### src/rtl/memfill_pkg.sv
`timescale 1ns/1ps
package memfill_pkg;

  localparam int WORD_BYTES = 4;

  // Register slot within a channel (low two bits of the word address).
  localparam logic [1:0] SLOT_BASE    = 2'd0;
  localparam logic [1:0] SLOT_LIMIT   = 2'd1;
  localparam logic [1:0] SLOT_PATTERN = 2'd2;
  localparam logic [1:0] SLOT_CTRL    = 2'd3;

  // Control word bit positions.
  localparam int CTRL_GO_BIT  = 0;
  localparam int CTRL_W24_BIT = 8;
  localparam int CTRL_W32_BIT = 9;

  typedef enum logic [1:0] {
    PAT16 = 2'd0,
    PAT24 = 2'd1,
    PAT32 = 2'd2
  } pat_width_e;

  // The 24-bit select wins over the 32-bit select.
  function automatic pat_width_e width_sel(input logic w24, input logic w32);
    if (w24) return PAT24;
    if (w32) return PAT32;
    return PAT16;
  endfunction

  function automatic logic [31:0] lane_merge(input logic [31:0] old_v,
                                             input logic [31:0] new_v,
                                             input logic [3:0]  lanes);
    logic [31:0] r;
    for (int i = 0; i < 4; i++) begin
      r[8*i +: 8] = lanes[i] ? new_v[8*i +: 8] : old_v[8*i +: 8];
    end
    return r;
  endfunction

  // (ph + step) mod 3, for ph in 0..2 and step in 0..3.
  function automatic logic [1:0] phase_add(input logic [1:0] ph, input int step);
    logic [2:0] s;
    s = {1'b0, ph} + 3'(step);
    if (s >= 3'd3) s = s - 3'd3;
    return s[1:0];
  endfunction

  // Byte k of a 3-byte element: the high byte of the pattern goes first.
  function automatic logic [7:0] tri_byte(input logic [31:0] v, input logic [1:0] k);
    unique case (k)
      2'd0:    return v[23:16];
      2'd1:    return v[15:8];
      default: return v[7:0];
    endcase
  endfunction

  function automatic logic [31:0] pack_word(input pat_width_e w,
                                            input logic [31:0] v,
                                            input logic [1:0]  ph);
    logic [31:0] r;
    unique case (w)
      PAT32:   r = v;
      PAT24: begin
        for (int i = 0; i < 4; i++) begin
          r[8*i +: 8] = tri_byte(v, phase_add(ph, i));
        end
      end
      default: r = {v[15:0], v[15:0]};
    endcase
    return r;
  endfunction

endpackage

### src/rtl/memfill_cfg.sv
`timescale 1ns/1ps
module memfill_cfg
  import memfill_pkg::*;
#(
  parameter int ADDR_W = 32
) (
  input  logic              clk,
  input  logic              rst_n,
  input  logic              sel_wr,
  input  logic [1:0]        slot,
  input  logic [31:0]       wdata,
  input  logic [3:0]        be,
  input  logic              busy,
  output logic [31:0]       rdata,
  output logic              go,
  output logic [ADDR_W-1:0] go_base,
  output logic [ADDR_W-1:0] go_limit,
  output logic [31:0]       go_pattern,
  output pat_width_e        go_width
);

  localparam int UNIT_W = ADDR_W - 3;

  logic [UNIT_W-1:0] base_q, limit_q;
  logic [31:0]       pat_q;
  logic              w24_q, w32_q;
  logic              ctrl_wr, w24_nx, w32_nx;
  logic [31:0]       base_ext, limit_ext;

  assign base_ext  = 32'(base_q);
  assign limit_ext = 32'(limit_q);

  assign ctrl_wr = sel_wr && (slot == SLOT_CTRL) && !busy;
  assign w24_nx  = be[1] ? wdata[CTRL_W24_BIT] : w24_q;
  assign w32_nx  = be[1] ? wdata[CTRL_W32_BIT] : w32_q;

  assign go         = ctrl_wr && be[3] && wdata[CTRL_GO_BIT] && (base_q != '0);
  assign go_base    = {base_q, 3'b000};
  assign go_limit   = {limit_q, 3'b000};
  assign go_pattern = pat_q;
  assign go_width   = width_sel(w24_nx, w32_nx);

  always_ff @(posedge clk or negedge rst_n) begin
    if (!rst_n) begin
      base_q  <= '0;
      limit_q <= '0;
      pat_q   <= '0;
      w24_q   <= 1'b0;
      w32_q   <= 1'b0;
    end else if (sel_wr) begin
      unique case (slot)
        SLOT_BASE:    base_q  <= UNIT_W'(lane_merge(base_ext, wdata, be));
        SLOT_LIMIT:   limit_q <= UNIT_W'(lane_merge(limit_ext, wdata, be));
        SLOT_PATTERN: pat_q   <= lane_merge(pat_q, wdata, be);
        default: begin
          if (!busy) begin
            w24_q <= w24_nx;
            w32_q <= w32_nx;
          end
        end
      endcase
    end
  end

  always_comb begin
    rdata = '0;
    unique case (slot)
      SLOT_BASE:    rdata = base_ext;
      SLOT_LIMIT:   rdata = limit_ext;
      SLOT_PATTERN: rdata = pat_q;
      default: begin
        rdata[CTRL_GO_BIT]  = busy;
        rdata[CTRL_W24_BIT] = w24_q;
        rdata[CTRL_W32_BIT] = w32_q;
      end
    endcase
  end

endmodule

### src/rtl/memfill_walker.sv
`timescale 1ns/1ps
module memfill_walker
  import memfill_pkg::*;
#(
  parameter int ADDR_W = 32
) (
  input  logic              clk,
  input  logic              rst_n,
  input  logic              go,
  input  logic [ADDR_W-1:0] go_base,
  input  logic [ADDR_W-1:0] go_limit,
  input  logic [31:0]       go_pattern,
  input  pat_width_e        go_width,
  input  logic              take,
  output logic              req,
  output logic [ADDR_W-1:0] waddr,
  output logic [31:0]       wword,
  output logic              busy,
  output logic              done
);

  localparam logic [ADDR_W-1:0] STEP = ADDR_W'(WORD_BYTES);

  logic              busy_q, done_q;
  logic [ADDR_W-1:0] cur_q, lim_q;
  logic [31:0]       pat_q;
  pat_width_e        width_q;
  logic [1:0]        phase_q;

  always_ff @(posedge clk or negedge rst_n) begin
    if (!rst_n) begin
      busy_q  <= 1'b0;
      done_q  <= 1'b0;
      cur_q   <= '0;
      lim_q   <= '0;
      pat_q   <= '0;
      width_q <= PAT16;
      phase_q <= '0;
    end else begin
      done_q <= 1'b0;
      if (go) begin
        // Snapshot the whole configuration so later register writes cannot disturb the run.
        if (go_limit > go_base) begin
          busy_q  <= 1'b1;
          cur_q   <= go_base;
          lim_q   <= go_limit;
          pat_q   <= go_pattern;
          width_q <= go_width;
          phase_q <= '0;
        end else begin
          done_q <= 1'b1;
        end
      end else if (busy_q && take) begin
        if ((lim_q - cur_q) == STEP) begin
          busy_q <= 1'b0;
          done_q <= 1'b1;
        end else begin
          cur_q   <= cur_q + STEP;
          // Four bytes further along is one element phase further, modulo three.
          phase_q <= phase_add(phase_q, 1);
        end
      end
    end
  end

  assign req   = busy_q;
  assign busy  = busy_q;
  assign done  = done_q;
  assign waddr = cur_q;
  assign wword = pack_word(width_q, pat_q, phase_q);

endmodule

### src/rtl/memfill_arb.sv
`timescale 1ns/1ps
module memfill_arb #(
  parameter int NUM_CH = 2
) (
  input  logic              clk,
  input  logic              rst_n,
  input  logic [NUM_CH-1:0] req,
  input  logic              mem_ready,
  output logic [NUM_CH-1:0] grant,
  output logic              mem_valid
);

  logic [NUM_CH-1:0] pick, owner_q;
  logic              lock_q;

  // Fixed priority: the lowest-numbered requester wins.
  always_comb begin
    pick = '0;
    for (int i = NUM_CH - 1; i >= 0; i--) begin
      if (req[i]) pick = NUM_CH'(1) << i;
    end
  end

  // A stalled transfer keeps its owner so the presented word stays put.
  assign grant     = (lock_q ? owner_q : pick) & req;
  assign mem_valid = |grant;

  always_ff @(posedge clk or negedge rst_n) begin
    if (!rst_n) begin
      lock_q  <= 1'b0;
      owner_q <= '0;
    end else begin
      lock_q  <= mem_valid && !mem_ready;
      owner_q <= grant;
    end
  end

endmodule

### src/rtl/memfill_engine.sv
`timescale 1ns/1ps
module memfill_engine
  import memfill_pkg::*;
#(
  parameter int NUM_CH = 2,
  parameter int ADDR_W = 32,
  localparam int RA_W  = $clog2(NUM_CH) + 2
) (
  input  logic              clk,
  input  logic              rst_n,
  input  logic              reg_wr,
  input  logic [RA_W-1:0]   reg_addr,
  input  logic [31:0]       reg_wdata,
  input  logic [3:0]        reg_be,
  output logic [31:0]       reg_rdata,
  output logic              mem_valid,
  input  logic              mem_ready,
  output logic [ADDR_W-1:0] mem_addr,
  output logic [31:0]       mem_data,
  output logic [3:0]        mem_be,
  output logic [NUM_CH-1:0] irq
);

  localparam int CH_W = RA_W - 2;

  logic [CH_W-1:0]   ch_sel;
  logic [1:0]        slot;
  logic [31:0]       ch_rdata [NUM_CH];
  logic [ADDR_W-1:0] ch_addr  [NUM_CH];
  logic [31:0]       ch_word  [NUM_CH];
  logic [NUM_CH-1:0] busy_vec, req_vec, grant_vec;

  assign ch_sel = reg_addr[RA_W-1:2];
  assign slot   = reg_addr[1:0];

  for (genvar g = 0; g < NUM_CH; g++) begin : g_ch
    logic              go;
    logic [ADDR_W-1:0] go_base, go_limit;
    logic [31:0]       go_pattern;
    pat_width_e        go_width;

    memfill_cfg #(.ADDR_W(ADDR_W)) u_cfg (
      .clk        (clk),
      .rst_n      (rst_n),
      .sel_wr     (reg_wr && (ch_sel == CH_W'(g))),
      .slot       (slot),
      .wdata      (reg_wdata),
      .be         (reg_be),
      .busy       (busy_vec[g]),
      .rdata      (ch_rdata[g]),
      .go         (go),
      .go_base    (go_base),
      .go_limit   (go_limit),
      .go_pattern (go_pattern),
      .go_width   (go_width)
    );

    memfill_walker #(.ADDR_W(ADDR_W)) u_walk (
      .clk        (clk),
      .rst_n      (rst_n),
      .go         (go),
      .go_base    (go_base),
      .go_limit   (go_limit),
      .go_pattern (go_pattern),
      .go_width   (go_width),
      .take       (grant_vec[g] && mem_ready),
      .req        (req_vec[g]),
      .waddr      (ch_addr[g]),
      .wword      (ch_word[g]),
      .busy       (busy_vec[g]),
      .done       (irq[g])
    );
  end

  memfill_arb #(.NUM_CH(NUM_CH)) u_arb (
    .clk       (clk),
    .rst_n     (rst_n),
    .req       (req_vec),
    .mem_ready (mem_ready),
    .grant     (grant_vec),
    .mem_valid (mem_valid)
  );

  assign reg_rdata = ch_rdata[ch_sel];

  always_comb begin
    mem_addr = '0;
    mem_data = '0;
    for (int i = 0; i < NUM_CH; i++) begin
      if (grant_vec[i]) begin
        mem_addr = mem_addr | ch_addr[i];
        mem_data = mem_data | ch_word[i];
      end
    end
  end

  // Regions are 8-byte granular, so every lane of every word is written.
  assign mem_be = mem_valid ? 4'hF : 4'h0;

endmodule

### config.mk
export PLATFORM = sky130hd
export DESIGN_NAME = memfill_engine
export DESIGN_NICKNAME = d
export VERILOG_FILES = /design/src/rtl/memfill_pkg.sv /design/src/rtl/memfill_cfg.sv /design/src/rtl/memfill_walker.sv /design/src/rtl/memfill_arb.sv /design/src/rtl/memfill_engine.sv
export SDC_FILE = /design/constraint.sdc
export NUM_CORES = 1
export LEC_CHECK = 0
export BUFFER_PORTS_ARGS = -buffer_cell sky130_fd_sc_hd__buf_2
export CAP_MARGIN = 5
export CORE_UTILIZATION = 45
export CTS_CLUSTER_SIZE = 10
export DETAILED_ROUTE_END_ITERATION = 6
export PLACE_DENSITY_LB_ADDON = 0.05
export SLEW_MARGIN = 40
export SYNTH_ARGS = -nofsm -noshare
export SYNTH_HDL_FRONTEND = slang
export SYNTH_HIERARCHICAL = 1
export SYNTH_SLANG_ARGS = --single-unit
### constraint.sdc
create_clock -name clk -period 5 [get_ports clk]
set_input_delay 0.75 -clock clk [delete_from_list [all_inputs] [get_ports clk]]
set_output_delay 0.75 -clock clk [all_outputs]
set_load 0.05 [all_outputs]
=== Word level (Yosys, flattened, before mapping) ===
Index checks and enable logic that the tools add are counted.

* Add/sub/neg operators: 18
* Magnitude comparators: 11
* Equality and inequality tests: 21
* Muxes and demuxes: 95
* Bitwise logic cells: 8
* Reduce and logical (&&, ||, !) cells: 69

{| class="wikitable"
|+ Operator list
! operator !! count
|-
| $mux W32 || 15
|-
| $pmux W22 S3 || 2
|-
| $pmux W32 S2 || 2
|-
| $pmux W8 S2 || 8
|-
| $reduce_and A3 Y1 || 30
|-
| $mux W2 || 35
|-
| $add A32 B3 Y32 const B || 2
|-
| $eq A32 B3 Y1 const B || 2
|-
| $gt A32 B32 Y1 || 2
|-
| $or A32 B32 Y32 || 2
|-
| $sub A32 B32 Y32 || 2
|-
| $reduce_bool A29 Y1 || 2
|-
| $pmux W7 S3 || 2
|-
| $mux W1 || 26
|-
| $eq A2 B1 Y1 const B || 11
|-
| $ge A3 B2 Y1 const B || 6
|-
| $logic_not A2 Y1 || 9
|-
| $logic_and A1 B1 Y1 || 17
|-
| $sub A2 B2 Y2 const B || 8
|-
| $add A2 B2 Y3 const B || 4
|-
| $pmux W2 S3 || 2
|-
| $eq A2 B2 Y1 const B || 4
|-
| $reduce_bool A2 Y1 || 4
|-
| $add A2 B1 Y3 const B || 2
|-
| other kinds (12) || 23
|}

* Register bits: 385
* Output and inout bits: 103
* Logic and storage cells: 266

=== Logic depth before layout (Yosys ltp) ===
Gate-level depths: netlist of run 1.

* Depth after elaboration: 10
* Gate-level depth with buffers: 19

=== Cells and area by module ===
Netlist of run 1, hierarchy kept.

{| class="wikitable"
|+ Modules (own cells, without submodules)
! module !! instances !! cells each !! area an instance (um2) !! sequential area each (um2)
|-
| memfill_walker at g_ch[1].u_walk || 1 || 1,134 || 9,156.3 || 2,552.4
|-
| memfill_cfg || 2 || 326 || 4,384.2 || 2,302.2
|-
| memfill_walker at g_ch[0].u_walk || 1 || 1,038 || 8,475.6 || 2,552.4
|-
| memfill_engine || 1 || 122 || 1,217.4 || 0.0
|-
| memfill_arb || 1 || 13 || 155.1 || 75.1
|}

=== Worst setup path before layout of run 1 ===
Ideal clock, no wire load.

* Kind: input to register
* From: input port reg_addr[2]
* To: register g_ch[1].u_walk.cur_q[15]
* Arrival time: 3.953 ns
* Required time: 4.879 ns
* Slack: 0.925 ns
* Stages on the path: 18
* Path buffers: 5
* Cells stage by stage: buf_6 -> buf_8 -> and2_1 -> buf_4 -> nand4_1 -> a21oi_1 -> clkbuf_1 -> clkinv_1 -> nand4b_1 -> a2111oi_0 -> nand4b_1 -> a221oi_2 -> nand4_1 -> or4_4 -> nor4b_4 -> buf_4 -> nor3_1 -> o22a_1

* Word-level cells in the longest chain between the ends: 8

{| class="wikitable"
|+ RTL lines
! what !! RTL line !! source
|-
| start: declaration || memfill_engine.sv:12 || <nowiki>input logic [RA_W-1:0] reg_addr,</nowiki>
|-
| $logic_and A1 B1 Y1 * || memfill_engine.sv:45 || <nowiki>.sel_wr (reg_wr && (ch_sel == CH_W'(g))),</nowiki>
|-
| $logic_and A1 B1 Y1 * (2 in series) || memfill_cfg.sv:33 || <nowiki>assign ctrl_wr = sel_wr && (slot == SLOT_CTRL) && !busy;</nowiki>
|-
| $logic_and A1 B1 Y1 * (3 in series) || memfill_cfg.sv:37 || <nowiki>assign go = ctrl_wr && be[3] && wdata[CTRL_GO_BIT] && (base_q != '0);</nowiki>
|-
| net g_ch[1].go || memfill_engine.sv:37 || <nowiki>logic go;</nowiki>
|-
| $ne A2 B1 Y1 (no source line) (tied with other cells) || n/a ||
|-
| $reduce_and A3 Y1 (no source line) || n/a ||
|-
| end signal: assignment || memfill_walker.sv:45 || <nowiki>cur_q <= go_base;</nowiki>
|-
| end signal: assignment || memfill_walker.sv:58 || <nowiki>cur_q <= cur_q + STEP;</nowiki>
|-
| end: declaration || memfill_walker.sv:25 || <nowiki>logic [ADDR_W-1:0] cur_q, lim_q;</nowiki>
|}

The timed path passes the listed nets; every way through them passes the cells marked *.
A chain may end at the register's enable or synchronous reset.

=== Final worst setup path of run 1 ===
* From: register g_ch[1].u_walk.cur_q[24]
* To: register g_ch[1].u_walk.cur_q[11]

* Word-level cells in the longest chain between the ends: 4

{| class="wikitable"
|+ RTL lines
! what !! RTL line !! source
|-
| $sub A32 B32 Y32 || memfill_walker.sv:54 || <nowiki>if ((lim_q - cur_q) == STEP) begin</nowiki>
|-
| $eq A32 B3 Y1 || memfill_walker.sv:54 ||
|-
| $ne A2 B2 Y1 (no source line) || n/a ||
|-
| $reduce_and A3 Y1 (no source line) || n/a ||
|}

Every way passes these cells.

==> impl_summary.md, run 1 <==
Route
The number of antenna-violating nets in the routed design is 0. After detailed routing, the wire length on met1 is 48.28 mm. Detailed routing placed a total of roughly 50 mm of wire on met2. The count of unresolved DRC violations after routing is 2. The iteration-0 DRC count of the detailed router is about 2500. Summing over every cut layer, the via total after detailed routing is around 25000. The highest layer touched by signal routing is met5. The total wirelength of the detailed-routed design is 111.9 mm.

The total met3 wirelength after detailed routing is 8.768 mm. Dividing the detail-routed wire length by the instance count gives ~29 microns. The first-pass detailed-route iteration total is 7. The vias per cell is 6.505.

Critical path
The number of logic stages on the critical path including buffering is 12. Measured in cells, the most critical reg-to-reg path has a length of 12. The worst register-to-register path begins at g_ch[1].u_walk/waddr[24]$_DFFE_PN0P_. Tracing the worst setup path back leads to its startpoint at g_ch[1].u_walk/waddr[24]$_DFFE_PN0P_.

The category of the critical setup timing path is reg2reg. Data on the critical path is required at its endpoint by 5.44 ns. Traced cell by cell, the critical path runs through inv_1 > ha_1 > and3_1 > a221oi_1 > o221ai_1 > o2bb2ai_1 > a2111oi_0 > nand4_1 > or4_4 > nor4b_4 > nand2b_1 > o21ai_0. The number of buffer and inverter instances along the worst setup path is 1.

The arrival time reported for the critical path endpoint is about 5.3 ns. STA classifies the critical path endpoint as a register. STA classifies the critical path startpoint as a register. For this run, the slowest stage of the critical path takes between 0.5 and 0.6 ns.

The cell family with the largest share of critical-path delay is simple AND/OR/NAND/NOR gates. The worst-path maximum fanout is 11. The slowest library cell on the worst path is or4_4.

Power and ir drop
In this run the power density over the cells is 482.3 mW/mm^2. The maximum ir drop on the vdd rail is between 200 and 300 uV. The analysis attributes to cell leakage a power of 13.76 nW.

Clock tree
In this run the number of H-tree levels came out at 2. Counting every sink on the clock net gives slightly below 400. The maximum clock path buffer count is 3. The insertion delay of the later-clocked pin in the worst-skew pair is 0.62 ns. TritonCTS built the clock tree.

The total CTS buffers is 48. After clock tree synthesis, the clock-pin slew on the worst setup and hold paths is approximately 0.060 ns. The number of buffers inserted to repair setup after CTS is 0. Clock tree synthesis selected as its root buffer the cell clkbuf_16.

Placement
In this run the tool buffered the top-level ports with roughly 150 buffer cells. The weighted congestion at the end of routability-driven global placement is around 0.97. The detailed-placement wirelength estimate is around 86 mm. The post-placement worst setup slack is between 0.3 and 0.4 ns.

Yosys
The cell area that synthesis handed to floorplanning was 0.02777 sq mm. The adder-cell share of the synthesized area is 6.397%. In this run, synthesis inferred 0 flip-flops with an integrated enable.

The synthesized netlist devotes 0.7253% of its cell area to XOR and XNOR gates. The async set-or-reset flop fraction in the synthesized netlist is 100.0%. The post-synthesis share of cell area spent on and, or, nand and nor gates is about 14%. The post-synthesis mux area share is roughly 17%. The flip-flop and latch count after synthesis is around 390. For this run, the number of Yosys warnings is 6. Counting every instance in the synthesized netlist gives about 3000. Summing the sequential cell areas from Yosys gives 35.23% of the chip area. The compound-cell area share of the yosys netlist is 20.14%. A synthesized cell averages around 9.4 sq um. The number of different library cells used by synthesis comes to 100. The most used flip-flop cell after synthesis is dfrtp_1. The dominant combinational cell family by area after synthesis is compound AO/OA/AOI/OAI gates.

GRT
The number of global-route vias before repair is 23570. After global routing the overflow that remains totals 0. The initial antenna violation count was 6. The global-route wire length before repair is approximately 160 mm. Entering global routing, the biggest net connects 94 pins. The global-route usage over all layers is about a third.

Outcome
The flow ran to the end, but the final reports show violations. The final reports fail on design-rule violations.

Hold path
The depth of the worst hold-timing path is 2. The min-delay analysis places its worst path in the category in2reg. The critical hold path startpoint is mem_ready.

Timing
The final critical path takes up slightly below 100% of the cycle. The transition at the pin with the smallest max-transition slack is approximately 0.88 ns. The count of pins over their slew limit is 0. The number of endpoints with negative hold slack in the final report is 0. After layout, the worst setup slack is roughly 0.16 ns.

The summed negative setup slack over all endpoints is 0 ns. Setup repair after global routing left no endpoint under its margin. The number of setup violations in the final report is 0. Measured against its own limit, the worst slew margin works out to roughly two fifths. The routed design could run at a clock period as short as 4.837 ns. The worst clock skew is roughly 0.032 ns. The maximum frequency from static timing analysis is just over 0.2 GHz.

Die
The starting utilization of the core area is 45.76%. The die is between 200 and 300 microns tall. The core footprint is roughly 0.061 sq mm. Pin placement for this block handled roughly 150 I/O pins.

The row count is 90. The horizontal die dimension is between 200 and 300 microns. The die outline area is 0.06272 sq mm.

Layout
The ratio of cells with drive above 1 in the final layout is between 20% and 30%. Compared with the post-synthesis result, the final layout area differs by 10.24%. The library cell used most frequently in the layout, excluding fill and tap cells, is dfrtp_1. The layout net count is between 3000 and 4000. The library cells used most frequently in the layout, excluding fill and tap cells, are 391 x dfrtp_1, 321 x mux2_2, 263 x nand2_1, 242 x o21ai_0, 170 x inv_1.

Job
Across the run, the number of max-cap violations was 0.
## cell usage after synthesis, drive strengths merged, types with 15 or more instances
cell | count | area (sq um)
ha | 142 | 1777
xnor2 | 15 | 131.4
nor2 | 170 | 638.1
mux2i | 64 | 640.6
and2 | 19 | 118.9
a31oi | 30 | 193.9
buf | 86 | 596.8
a22oi | 84 | 630.6
a22o | 96 | 840.8
o22ai | 15 | 93.84
clkbuf | 101 | 390.4
inv | 170 | 638.1
o21ai | 249 | 1246
nand2b | 15 | 93.84
and3 | 20 | 125.1
nor3 | 77 | 462.9
o21a | 28 | 210.2
mux2 | 353 | 4080
nor4 | 25 | 162.6
a21o | 37 | 277.8
dfrtp | 391 | 9784
nor2b | 17 | 121.4
nand4 | 44 | 275.3
a21oi | 161 | 817.0
nand2 | 263 | 987.2
nand3 | 59 | 425.4
## cell families (layout without fill, tap and decap cells)
logic type | after synthesis | count (layout)
compound gates | 846 | 846
simple gates | 773 | 773
mux | 423 | 423
flops | 391 | 391
buf+inv | 359 | 447
fa+ha+maj | 142 | 142
xor+xnor | 23 | 23
other cells | 2 | 14
## state kept, by name, summed over array words and instances, names as in the netlist
| register | cells |
|---|---|
| g_ch.u_cfg/go_pattern | 64 |
| g_ch.u_walk/lim_q | 64 |
| g_ch.u_walk/pat_q | 64 |
| g_ch.u_walk/waddr | 64 |
| g_ch.u_cfg/base_q | 58 |
| g_ch.u_cfg/limit_q | 58 |
| g_ch.u_walk/phase_q | 4 |
| g_ch.u_walk/width_q | 4 |
| g_ch.u_cfg/w24_q | 2 |
| g_ch.u_cfg/w32_q | 2 |
| g_ch.u_walk/busy | 2 |
| g_ch.u_walk/done | 2 |
| u_arb/owner_q | 2 |
| u_arb/lock_q | 1 |
## per-stage QoR
stage	hold WS (ns)	power (mW)	cells	cell area (sq um)	utilization (%)
floorplan	0.4498	9.002	2969	27810	-
global placement	0.4736	11.22	3768	29120	47.98
detailed placement	0.4860	11.31	3769	29150	48.03
CTS	0.1879	14.63	3837	30570	50.37
global route	0.4193	15.45	3839	30610	50.43
finish	0.4124	14.77	3841	30620	50.44
## power breakdown
part	leakage, nW	switching (mW)	total, mW	internal, mW
sequential	5.01	0.870	4.66	3.79
clock	0.696	1.42	3.29	1.87
combinational	8.06	4.49	6.81	2.33
total	13.8	6.78	14.8	7.99
## path summary, 6_finish.rpt
path	to	slack (ns)
hold reg to reg	g_ch[0].u_walk/lim_q[0]$_DFFE_PN0P_	0.49
min in group asynchronous	g_ch[0].u_cfg/go_pattern[27]$_DFFE_PN0P_	0.60
setup / recovery	g_ch[1].u_walk/waddr[11]$_DFFE_PN0P_	0.16
hold / removal	u_arb/lock_q$_DFF_PN0_	0.41
max in group asynchronous	g_ch[0].u_walk/lim_q[21]$_DFFE_PN0P_	3.03
setup reg to reg	g_ch[1].u_walk/waddr[11]$_DFFE_PN0P_	0.16
## final cells by class
class                   count  area, sq um
flip-flops and latches    391         9784
inverters                 172        645.6
well taps                 782        978.4
fillers                  5680        30080
multi-input cells        2219        16450
clock buffers              62         1345
clock inverters             6        73.82
diodes                      2        5.005
repair buffers            207         1334
## what timing repair did
action	4_1_cts	5_1_grt
endpoints found under the hold margin	0	23
hold buffers	0	1
setup endpoints to repair	0	0
resized for setup	0	0
## per-layer routing
metal | global-route usage [%] | vias up
met1 | 48.71 | 12540
met5 | 0 | -
li1 | - | 11050
met4 | 17.00 | 4
met2 | 53.17 | 1205
met3 | 5.747 | 190
Note: power is estimated with default switching activity, not from simulation.
==> run 2, diff against run 1 <==
--- a/config.mk
+++ b/config.mk
@@ -8,6 +8,7 @@
 export BUFFER_PORTS_ARGS = -buffer_cell sky130_fd_sc_hd__buf_2
 export CAP_MARGIN = 5
 export CORE_UTILIZATION = 45
+export CTS_BUF_LIST = sky130_fd_sc_hd__clkbuf_4
 export CTS_CLUSTER_SIZE = 10
 export DETAILED_ROUTE_END_ITERATION = 6
 export PLACE_DENSITY_LB_ADDON = 0.05
==> impl_summary.md, run 2 (synthesis gave the netlist of run 1 again) <==
Clock tree
Clock tree synthesis selected as its root buffer the cell clkbuf_4. The insertion delay of the later-clocked pin in the worst-skew pair is 0.92 ns. The post-cts gate resize count is 0. In this run the number of H-tree levels came out at 3. The total of hold buffers inserted after clock tree synthesis is 1. Clock tree synthesis found a total of approximately 390 sinks. The clock tree from TritonCTS is built. The number of buffers inserted to repair setup after CTS is 0.

Clock-pin slew was measured on the worst setup and hold paths at about 0.060 ns. The total CTS buffers is ~110. The maximum clock path buffer count is 3.

Layout
The final instance area is roughly 0.031 sq mm. The most common library cell in the layout ignoring fill and taps is dfrtp_1. The layout net count is between 3000 and 4000. The sequential cells in the finished layout cover a total of 0.009784 sq mm. In the final layout, the multi-input gates occupy 0.01645 sq mm.

Fill cells in the final layout number 5757. Compared with the post-synthesis result, the final layout area differs by 10.17%. The library cells used most frequently in the layout, excluding fill and tap cells, are 391 x dfrtp_1, 321 x mux2_2, 263 x nand2_1, 242 x o21ai_0, 170 x inv_1. In the final layout, the share of cells above drive strength 1 is between 20% and 30%.

Hold path
In this run the worst hold path is classified as in2reg.

Timing
After routing, the total negative slack on setup checks comes to 0 ns. Dividing the final minimum period by the clock period gives 95.79%. Setup repair after global routing left no endpoint under its margin. The transition at the pin with the smallest max-transition slack is around 0.9 ns. The worst clock skew is 0.08911 ns. The maximum frequency from static timing analysis is between 0.2 and 0.25 GHz. Setup violations remaining at the end of the flow were counted as 0. The routed design could run at a clock period as short as about 4.8 ns. The count of pins over their slew limit is 0. In this run the tightest slew margin relative to its limit is 39.80%. The number of endpoints with negative hold slack in the final report was 0.

Die
Once the floorplan was initialized, standard cells occupied a little under half of the core. The floorplan die height is around 250 microns. After floorplanning, the core was sized to cover 0.06070 sq mm. The horizontal die dimension is 250.4 microns.

For this design the top-level I/O count stands at about 150. The die covers between 0.06 and 0.07 sq mm. The row count is 90.

Critical path
The arrival time reported for the critical path endpoint is 5.47 ns. The setup check on the worst reg-to-reg path leaves a slack of roughly 0.21 ns. For the worst setup path, the data required time is about 5.7 ns. The category of the critical setup timing path is reg2reg. The element type at the critical path end is a register. The critical path goes through inv_1 > ha_1 > and3_1 > a221oi_1 > o221ai_1 > o2bb2ai_1 > a2111oi_0 > nand4_1 > or4_4 > nor4b_4 > nand2b_1 > o21ai_0. The critical path's largest stage delay is around 0.58 ns. The worst setup path is launched from a register. Along the worst path, the maximum fanout reaches 11. The slowest library cell on the worst path is or4_4.

Power and ir drop
The worst-case IR drop observed on VDD is ~200 uV. The overall power after layout is 14.44 mW. The areal power density over the cells is ~470 mW/mm^2.

In this run the static leakage power is between 10 and 15 nW.

Route
The total number of vias is 25300. The iteration-0 DRC count of the detailed router is about 2500. The wire length per cell after detailed routing is 28.21 microns.

The count of nets left with antenna violations once routing finished came out at 0. After detailed routing, the number of remaining DRC violations is 0. The vias per cell is ~6.4.

Wires add up to between 100 and 150 mm. The first-pass detailed-route iteration total is 6.

GRT
The number of global-route vias before repair is approximately 24000. The global-route wire length before repair is between 150 and 200 mm. The initial antenna violation count came to 8. The maximum number of pins on one net before global-route repair is between 90 and 100. The global-route usage over all layers is 35.22%. The total overflow left after global routing is 0.

Placement
The detailed-placement wirelength estimate is roughly 86 mm. After detailed placement, the total cell area comes to 0.02915 sq mm. The weighted congestion at the end of routability-driven global placement is 0.9664. Port buffering added around 150 buffers.

Outcome
The run finished with clean final reports.

Job
The number of max-cap violations is 0.
[run 2: cell types whose count changed in the layout (fill, tap and decap cells not counted), moves of 2 or more]
| cell | change |
|---|---|
| clkbuf_4 | +164 |
| clkbuf_16 | -49 |
| clkinv_1 | +19 |
| clkbuf_8 | -7 |
| clkbuf_1 | -6 |
| diode_2 | +4 |
| clkinv_2 | +3 |
| inv_6 | +2 |
[run 2: critical path: cells and delay by family, from the launching register on]
kind / cells / cell delay [ns]
compound gates: 5 / 1.56
fa+ha+maj: 1 / 0.46
buf+inv: 1 / 0.12
flops: 1 / 0.43
simple gates: 5 / 2.04
[run 2: metrics by stage]
| stage | utilization, % | worst slack [ns] | hold WS, ns | cells |
|---|---|---|---|---|
| 5_1_grt | 50.39 | 0.005434 | 0.08258 | 3968 |
| 3_3_place_gp | 47.98 | 0.4246 | 0.4736 | 3768 |
| 6_report | 50.41 | 0.2107 | 0.1032 | 3972 |
| 2_1_floorplan | - | 0.9255 | 0.4498 | 2969 |
| 3_5_place_dp | 48.03 | 0.3497 | 0.4860 | 3769 |
| 4_1_cts | 50.34 | 0.3014 | 0.05213 | 3965 |
[run 2: where the power goes]
| group | total (mW) | switching [mW] | leakage, nW | internal (mW) |
|---|---|---|---|---|
| combinational | 6.81 | 4.48 | 8.06 | 2.33 |
| sequential | 4.65 | 0.865 | 5.01 | 3.79 |
| clock | 2.98 | 1.47 | 0.833 | 1.50 |
[run 2: worst paths after layout]
| kind | start | to | cells past startpoint |
|---|---|---|---|
| setup / recovery | g_ch[1].u_walk/waddr[24]$_DFFE_PN0P_ | g_ch[1].u_walk/waddr[11]$_DFFE_PN0P_ | 12 |
| hold / removal | mem_ready | u_arb/lock_q$_DFF_PN0_ | 2 |
| setup reg to reg | g_ch[1].u_walk/waddr[24]$_DFFE_PN0P_ | g_ch[1].u_walk/waddr[11]$_DFFE_PN0P_ | 12 |
| hold reg to reg | g_ch[0].u_walk/lim_q[0]$_DFFE_PN0P_ | g_ch[0].u_walk/lim_q[0]$_DFFE_PN0P_ | 2 |
| max in group asynchronous | rst_n | g_ch[0].u_walk/lim_q[18]$_DFFE_PN0P_ | 4 |
| min in group asynchronous | rst_n | g_ch[0].u_cfg/go_pattern[25]$_DFFE_PN0P_ | 2 |
[run 2: metal layers]
metal  global-route usage (%)  wire [microns]  up-vias
met5                        0              21        -
met4                    16.91            5575        4
met3                    6.651            9205      176
met2                    53.14           49070     1199
met1                    48.47           48170    12660
li1                         -               -    11260
[run 2: area by class of cell]
class	instances	area share (%)
inverter	172	2.110
sequential	391	31.98
clock inverter	31	0.5193
clock buffer	164	4.024
multi-input combinational	2219	53.76
antenna	6	0.04907
tap	782	3.198
timing repair buffer	207	4.359
